## src/rtl/eeprom_resp_pkg.sv

```systemverilog
package eeprom_resp_pkg;

  localparam int BYTE_W    = 8;
  localparam int MAX_DEPTH = 256;
  localparam int IMG_W     = MAX_DEPTH * BYTE_W;
  localparam int TICK_W    = 5;
  localparam int ADDR_FIRST_TICK = BYTE_W + 1;       // first address bit
  localparam int FETCH_TICK      = 2 * BYTE_W;       // last address bit

  typedef struct packed {
    logic start;
    logic stop;
    logic rise;
    logic same;
  } line_ev_t;

  function automatic logic [BYTE_W-1:0] shift_in(input logic [BYTE_W-1:0] v,
                                                  input logic b);
    return {v[BYTE_W-2:0], b};
  endfunction

  function automatic logic [BYTE_W-1:0] seed_byte(input int unsigned a);
    logic [BYTE_W-1:0] x;
    x = a[BYTE_W-1:0];
    return (x * 8'd29 + 8'd7) ^ {x[3:0], x[7:4]};
  endfunction

  function automatic logic [IMG_W-1:0] default_image();
    logic [IMG_W-1:0] img;
    img = '0;
    for (int i = 0; i < MAX_DEPTH; i++) img[i*BYTE_W +: BYTE_W] = seed_byte(i);
    return img;
  endfunction

endpackage

```

## src/rtl/eeprom_line_watch.sv

```systemverilog
module eeprom_line_watch
  import eeprom_resp_pkg::*;
(
  input  logic     scl_prev,
  input  logic     sda_prev,
  input  logic     scl_now,
  input  logic     sda_now,
  output line_ev_t ev
);
  always_comb begin
    ev.start = scl_prev & scl_now & sda_prev & ~sda_now;
    ev.stop  = scl_prev & scl_now & ~sda_prev & sda_now;
    ev.rise  = ~scl_prev & scl_now;
    ev.same  = (sda_prev == sda_now);
  end
endmodule

```

## src/rtl/eeprom_bit_seq.sv

```systemverilog
module eeprom_bit_seq
  import eeprom_resp_pkg::*;
(
  input  logic              clk,
  input  logic              rst_n,
  input  logic              wr_en,
  input  line_ev_t          ev,
  input  logic              bit_in,
  output logic              ack_slot,
  output logic              addr_take,
  output logic              fetch,
  output logic              cmd_read,
  output logic [BYTE_W-1:0] addr_next
);
  logic [TICK_W-1:0] tick;
  logic              ack_pend;
  logic [BYTE_W-1:0] cmd;
  logic [BYTE_W-1:0] addr;
  logic              bus_cond, idle, act, bit_take, cmd_take;

  always_comb begin
    bus_cond  = ev.start | ev.stop;
    idle      = (tick == '0) && !ack_pend;
    act       = wr_en && !bus_cond && !idle && ev.rise;
    ack_slot  = act && ack_pend;
    bit_take  = act && !ack_pend && ev.same;
    cmd_take  = bit_take && (tick < TICK_W'(ADDR_FIRST_TICK));
    addr_take = bit_take && (tick >= TICK_W'(ADDR_FIRST_TICK));
    fetch     = addr_take && (tick == TICK_W'(FETCH_TICK));
    addr_next = shift_in(addr, bit_in);
    cmd_read  = cmd[0];
  end

  always_ff @(posedge clk) begin
    if (!rst_n) begin
      tick     <= '0;
      ack_pend <= 1'b0;
      cmd      <= '0;
      addr     <= '0;
    end else if (wr_en && ev.start) begin
      tick <= TICK_W'(1);
      cmd  <= '0;
    end else if (ack_slot) begin
      ack_pend <= 1'b0;
    end else if (cmd_take) begin
      cmd  <= shift_in(cmd, bit_in);
      tick <= tick + TICK_W'(1);
      if (tick == TICK_W'(BYTE_W)) ack_pend <= 1'b1;
    end else if (addr_take) begin
      addr <= addr_next;
      if (fetch) begin
        tick     <= '0;
        ack_pend <= 1'b1;
      end else begin
        tick <= tick + TICK_W'(1);
      end
    end
  end


  start_tick_chk: assert property (@(posedge clk) disable iff (!rst_n)
    (wr_en && ev.start) |=> (tick == TICK_W'(1)) && (cmd == '0));

  idle_hold_chk: assert property (@(posedge clk) disable iff (!rst_n)
    (wr_en && idle && !ev.start) |=> (tick == '0) && !ack_pend);

  glitch_skip_chk: assert property (@(posedge clk) disable iff (!rst_n)
    (wr_en && ev.rise && !ev.same && !ack_pend) |=> $stable(tick));

  cmd_ack_chk: assert property (@(posedge clk) disable iff (!rst_n)
    (cmd_take && tick == TICK_W'(BYTE_W)) |=> ack_pend && (tick == TICK_W'(ADDR_FIRST_TICK)));

  tick_range_chk: assert property (@(posedge clk) disable iff (!rst_n)
    tick <= TICK_W'(FETCH_TICK));

  fetch_ack_chk: assert property (@(posedge clk) disable iff (!rst_n)
    fetch |=> ack_pend && (tick == '0));
endmodule

```

## src/rtl/eeprom_byte_src.sv

```systemverilog
module eeprom_byte_src
  import eeprom_resp_pkg::*;
#(
  parameter int               DEPTH = 256,
  parameter logic [IMG_W-1:0] INIT  = default_image()
) (
  input  logic              clk,
  input  logic              rst_n,
  input  logic              shift,
  input  logic              fetch,
  input  logic [BYTE_W-1:0] addr_next,
  output logic              msb
);
  localparam int AW = $clog2(DEPTH);

  logic [BYTE_W-1:0] data;
  logic [BYTE_W-1:0] rom_byte;

  function automatic logic [BYTE_W-1:0] lookup(input logic [AW-1:0] idx);
    return INIT[int'(idx)*BYTE_W +: BYTE_W];
  endfunction

  assign rom_byte = lookup(addr_next[AW-1:0]);
  assign msb      = data[BYTE_W-1];

  always_ff @(posedge clk) begin
    if (!rst_n)     data <= '0;
    else if (fetch) data <= rom_byte;
    else if (shift) data <= {data[BYTE_W-2:0], 1'b0};
  end


  shift_msb_chk: assert property (@(posedge clk) disable iff (!rst_n)
    (shift && !fetch) |=> msb == $past(data[BYTE_W-2]));

  fetch_load_chk: assert property (@(posedge clk) disable iff (!rst_n)
    fetch |=> data == $past(rom_byte));
endmodule

```

## src/rtl/bitbang_eeprom_responder.sv

```systemverilog
module bitbang_eeprom_responder
  import eeprom_resp_pkg::*;
#(
  parameter int               DEPTH = 256,
  parameter logic [IMG_W-1:0] INIT  = default_image()
) (
  input  logic clk,
  input  logic rst_n,
  input  logic wr_en,
  input  logic scl_in,
  input  logic sda_in,
  output logic sda_out
);
  logic     scl_q, sda_q, sda_next;
  line_ev_t ev;
  logic     ack_slot, addr_take, fetch, cmd_read, data_msb;
  logic [BYTE_W-1:0] addr_next;

  eeprom_line_watch u_watch (
    .scl_prev(scl_q), .sda_prev(sda_q), .scl_now(scl_in), .sda_now(sda_in), .ev(ev)
  );

  eeprom_bit_seq u_seq (
    .clk(clk), .rst_n(rst_n), .wr_en(wr_en), .ev(ev), .bit_in(sda_in),
    .ack_slot(ack_slot), .addr_take(addr_take), .fetch(fetch),
    .cmd_read(cmd_read), .addr_next(addr_next)
  );

  eeprom_byte_src #(.DEPTH(DEPTH), .INIT(INIT)) u_src (
    .clk(clk), .rst_n(rst_n), .shift(addr_take), .fetch(fetch),
    .addr_next(addr_next), .msb(data_msb)
  );

  always_comb begin
    if (ack_slot)                   sda_next = 1'b0;
    else if (addr_take && cmd_read) sda_next = data_msb;
    else                            sda_next = sda_in;
  end

  always_ff @(posedge clk) begin
    if (!rst_n) begin
      scl_q <= 1'b1;
      sda_q <= 1'b1;
    end else if (wr_en) begin
      scl_q <= scl_in;
      sda_q <= sda_next;
    end
  end

  assign sda_out = sda_q;


  ack_drive_chk: assert property (@(posedge clk) disable iff (!rst_n)
    ack_slot |=> !sda_out);

  write_follow_chk: assert property (@(posedge clk) disable iff (!rst_n)
    (addr_take && !cmd_read) |=> sda_out == $past(sda_in));

  hold_chk: assert property (@(posedge clk) disable iff (!rst_n)
    !wr_en |=> $stable(sda_out));
endmodule

```

## config.mk

```make
export PLATFORM = sky130hd
export DESIGN_NAME = bitbang_eeprom_responder
export DESIGN_NICKNAME = d
export VERILOG_FILES = /design/src/rtl/eeprom_resp_pkg.sv /design/src/rtl/eeprom_line_watch.sv /design/src/rtl/eeprom_bit_seq.sv /design/src/rtl/eeprom_byte_src.sv /design/src/rtl/bitbang_eeprom_responder.sv
export SDC_FILE = /design/constraint.sdc
export NUM_CORES = 1
export LEC_CHECK = 0
export ABC_AREA = 1
export BUFFER_PORTS_ARGS = -buffer_cell sky130_fd_sc_hd__buf_2
export CORE_MARGIN = 5
export CORE_UTILIZATION = 53
export DETAILED_ROUTE_END_ITERATION = 10
export PLACE_DENSITY = 0.7
export SYNTH_ARGS = -nofsm -noshare
export SYNTH_HDL_FRONTEND = slang
export SYNTH_SLANG_ARGS = --single-unit
```

## constraint.sdc

```tcl
create_clock -name clk -period 2.3 [get_ports clk]
set_input_delay 0.115 -clock clk [delete_from_list [all_inputs] [get_ports clk]]
set_output_delay 0.115 -clock clk [all_outputs]
set_load 0.1 [all_outputs]
```

==> impl_metrics.ini <==
[clock_network]
cts_resized = 0
postCtsHoldBufs = 0
cts_tree = built
cts-root-buf = clkbuf_8
clockBufferDepth = 2
path_clk_slew_ns = 0.09
clock-sinks = 24
insertion_delay_ns = 0.27
numCtsBuffers = 3
post_cts_buffers = 0
h-tree-depth = 1

[floorplanning]
die_area_um2 = 5060
die_h_um = 71.1
die_x_um = 71.1
io_pins = 6
initial_core_util_pct = 54.5
coreArea_um2 = 3630
num_rows = 22

[yosys]
yosysMostFrequentCell = nand2_1
avgSynthCellArea_um2 = 6.53
yosys_warnings = 0
synth_top_area_cell = dfxtp_1
syn_nets = 318
ys_top_cells_by_area = dfxtp_1 (24%), nand2_1 (15%), nand3_1 (11%)
synth_edf_count = 0
syn_area_um2 = 1980
synth.yosys.seq_area_share_pct = 24.3
synth_cells = 303
ys_types = 39
async_flop_share_pct = 0
ys_seq_elements = 24
synth_ff_type = dfxtp_1
synth_common_cells = nand2_1 (81), nand3_1 (44), inv_1 (25)
synth_top_area_share_pct = 24.3

[worst_setup_path]
critPathSlowestCell = dfxtp_1
start_kind = flip-flop
worstPathMaxFanout = 15
cp_top_family = simple AND/OR/NAND/NOR gates
critPathBufInv = 1
path_cells = inv_1 -> ha_1 -> nand2_2 -> nor2_2 -> nand3_2 -> nand2_4 -> nor2_4 -> nand2_8 -> nor2_8 -> nand2_4 -> o21ai_0 -> a21oi_1
crit_top_cell = nand2_4
end_kind = flip-flop
critPathMaxStageDelay_ns = 0.43
worstPathRequired_ns = 2.44
critPathKind = reg2reg
crit_arrival_ns = 2.10

[route]
drc_errors = 0
wire_per_inst_um = 12.9
postRouteAntennaNets = 0
wl_mm = 4.55
drt_iter0_drc = 129
num_vias = 1906
drt-pass1-iter-count = 4
via_per_inst = 5.41

[global_routing]
grt_max_degree = 22
grtUsageTotal_pct = 18.5
grt_pass1_vias = 1596
antenna_found_initial = 0
gr-total-overflow = 0
grt_pass1_wl_mm = 7.62

[run]
max_cap_violations = 0

[power_and_ir_drop]
ir_worst_vdd_mv = 0.262
finalPower_mw = 0.867
p_leak_nw = 0.963
power_density_nw_per_um2 = 415

[sta]
fin_ws_ns = 0.335
tns_ns = 0
slew_viol_final = 0
rsz0062_at_grt = false
fin_crit_ns = 1.96
slew_headroom_pct = 67.9
hold_violations = 0
setup_viol = 0
skew_ns = 0.00951
period_share_pct = 85.4
tightestPinTransition_ns = 0.485
fmax_mhz = 509

[finish]
diodes = 0
area_delta_synth_final_pct = 5.63
final-instance-count-excl-fill = 352
nNetsFinal = 320
drive_gt1_share_pct = 13.5

[hold_path]
worstHoldPathType = in2reg

[place]
dp_cells = 348
place.gp.congestion = 0.921
io_buffer_count = 5
place_ws_ns = 0.273
hpwl_mm = 3.41

[status]
outcome = finished clean
[kinds of logic after synthesis]
family                   synth area share (%)
AO/OA/AOI/OAI                            18.5
flip-flops                               24.3
AND/OR/NAND/NOR                          39.3
buffers and inverters                    9.48
XOR/XNOR                                 2.15
adder cells (fa/ha/maj)                  6.32
[worst min-delay path, delay by kind of cell]
| family | cells | cell delay (ns) |
|---|---|---|
| AND/OR/NAND/NOR | 2 | 0.15 |
| buffers and inverters | 1 | 0.08 |
[metal layers]
layer	up-vias	routed length [um]	track usage, %
met2	56	1890	25.4
met5	-	0	0
met1	834	2320	28.3
met3	5	300	4.97
li1	1011	-	-
met4	0	42	4.59
[report_power, final]
| part | switching [mW] | internal (mW) |
|---|---|---|
| combinational | 0.0528 | 0.0229 |
| sequential | 0.00424 | 0.419 |
| clock | 0.136 | 0.233 |
| total | 0.193 | 0.674 |
[metrics by stage]
stage | area, um2 | util (%) | hold WS, ns
2_1_floorplan | 1980 | - | 0.253
3_3_place_gp | 2020 | 55.6 | 0.381
3_5_place_dp | 2020 | 55.6 | 0.385
4_1_cts | 2090 | 57.5 | 0.0983
5_1_grt | 2090 | 57.5 | 0.126
6_report | 2090 | 57.5 | 0.0979
[layout by cell type (no fill, tap or decap), types with 2 or more instances in the layout]
cell and n:
nor3b_1 2, nor2_4 4, a21oi_2 4, nand2_4 2, ha_1 10, o211ai_1 2, nor3_1 3, a21oi_1 22
nand4_1 2, inv_2 4, nand3_1 44, buf_4 4, clkbuf_8 3, o21ai_2 4, a31oi_1 2, dfxtp_1 24
xnor2_1 2, a211oi_1 2, o21ai_0 19, buf_2 5, inv_1 25, nand2_2 3, nand2_1 81, o21ai_1 4
nor2_1 12, o22ai_1 2
[worst paths after layout]
path                            cells after the start       endpoint  slack, ns     startpoint
worst min-delay path                                3          scl_q        0.1         scl_in
worst min register to register                      2  u_src.data[0]       0.48  u_src.data[0]
worst max-delay path                               12  u_seq.addr[3]       0.34  u_seq.tick[0]
worst max register to register                     12  u_seq.addr[3]       0.34  u_seq.tick[0]
[flip-flops by register name, indices dropped and copies added (netlist names)]
signal,count
sda_out,1
u_seq.tick,5
u_seq.ack_pend,1
u_src.data,8
u_seq.addr,7
u_seq.cmd,1
scl_q,1
[layout make-up]
type / count / area (um2)
Clock buffer: 3 / 41.3
Clock inverter: 1 / 30.0
Fill cell: 373 / 1540
Inverter: 30 / 113
Multi-Input combinational cell: 237 / 1310
Sequential cell: 24 / 480
Tap cell: 48 / 60.1
Timing Repair Buffer: 9 / 55.1
Power figures use the tool's default switching activity.
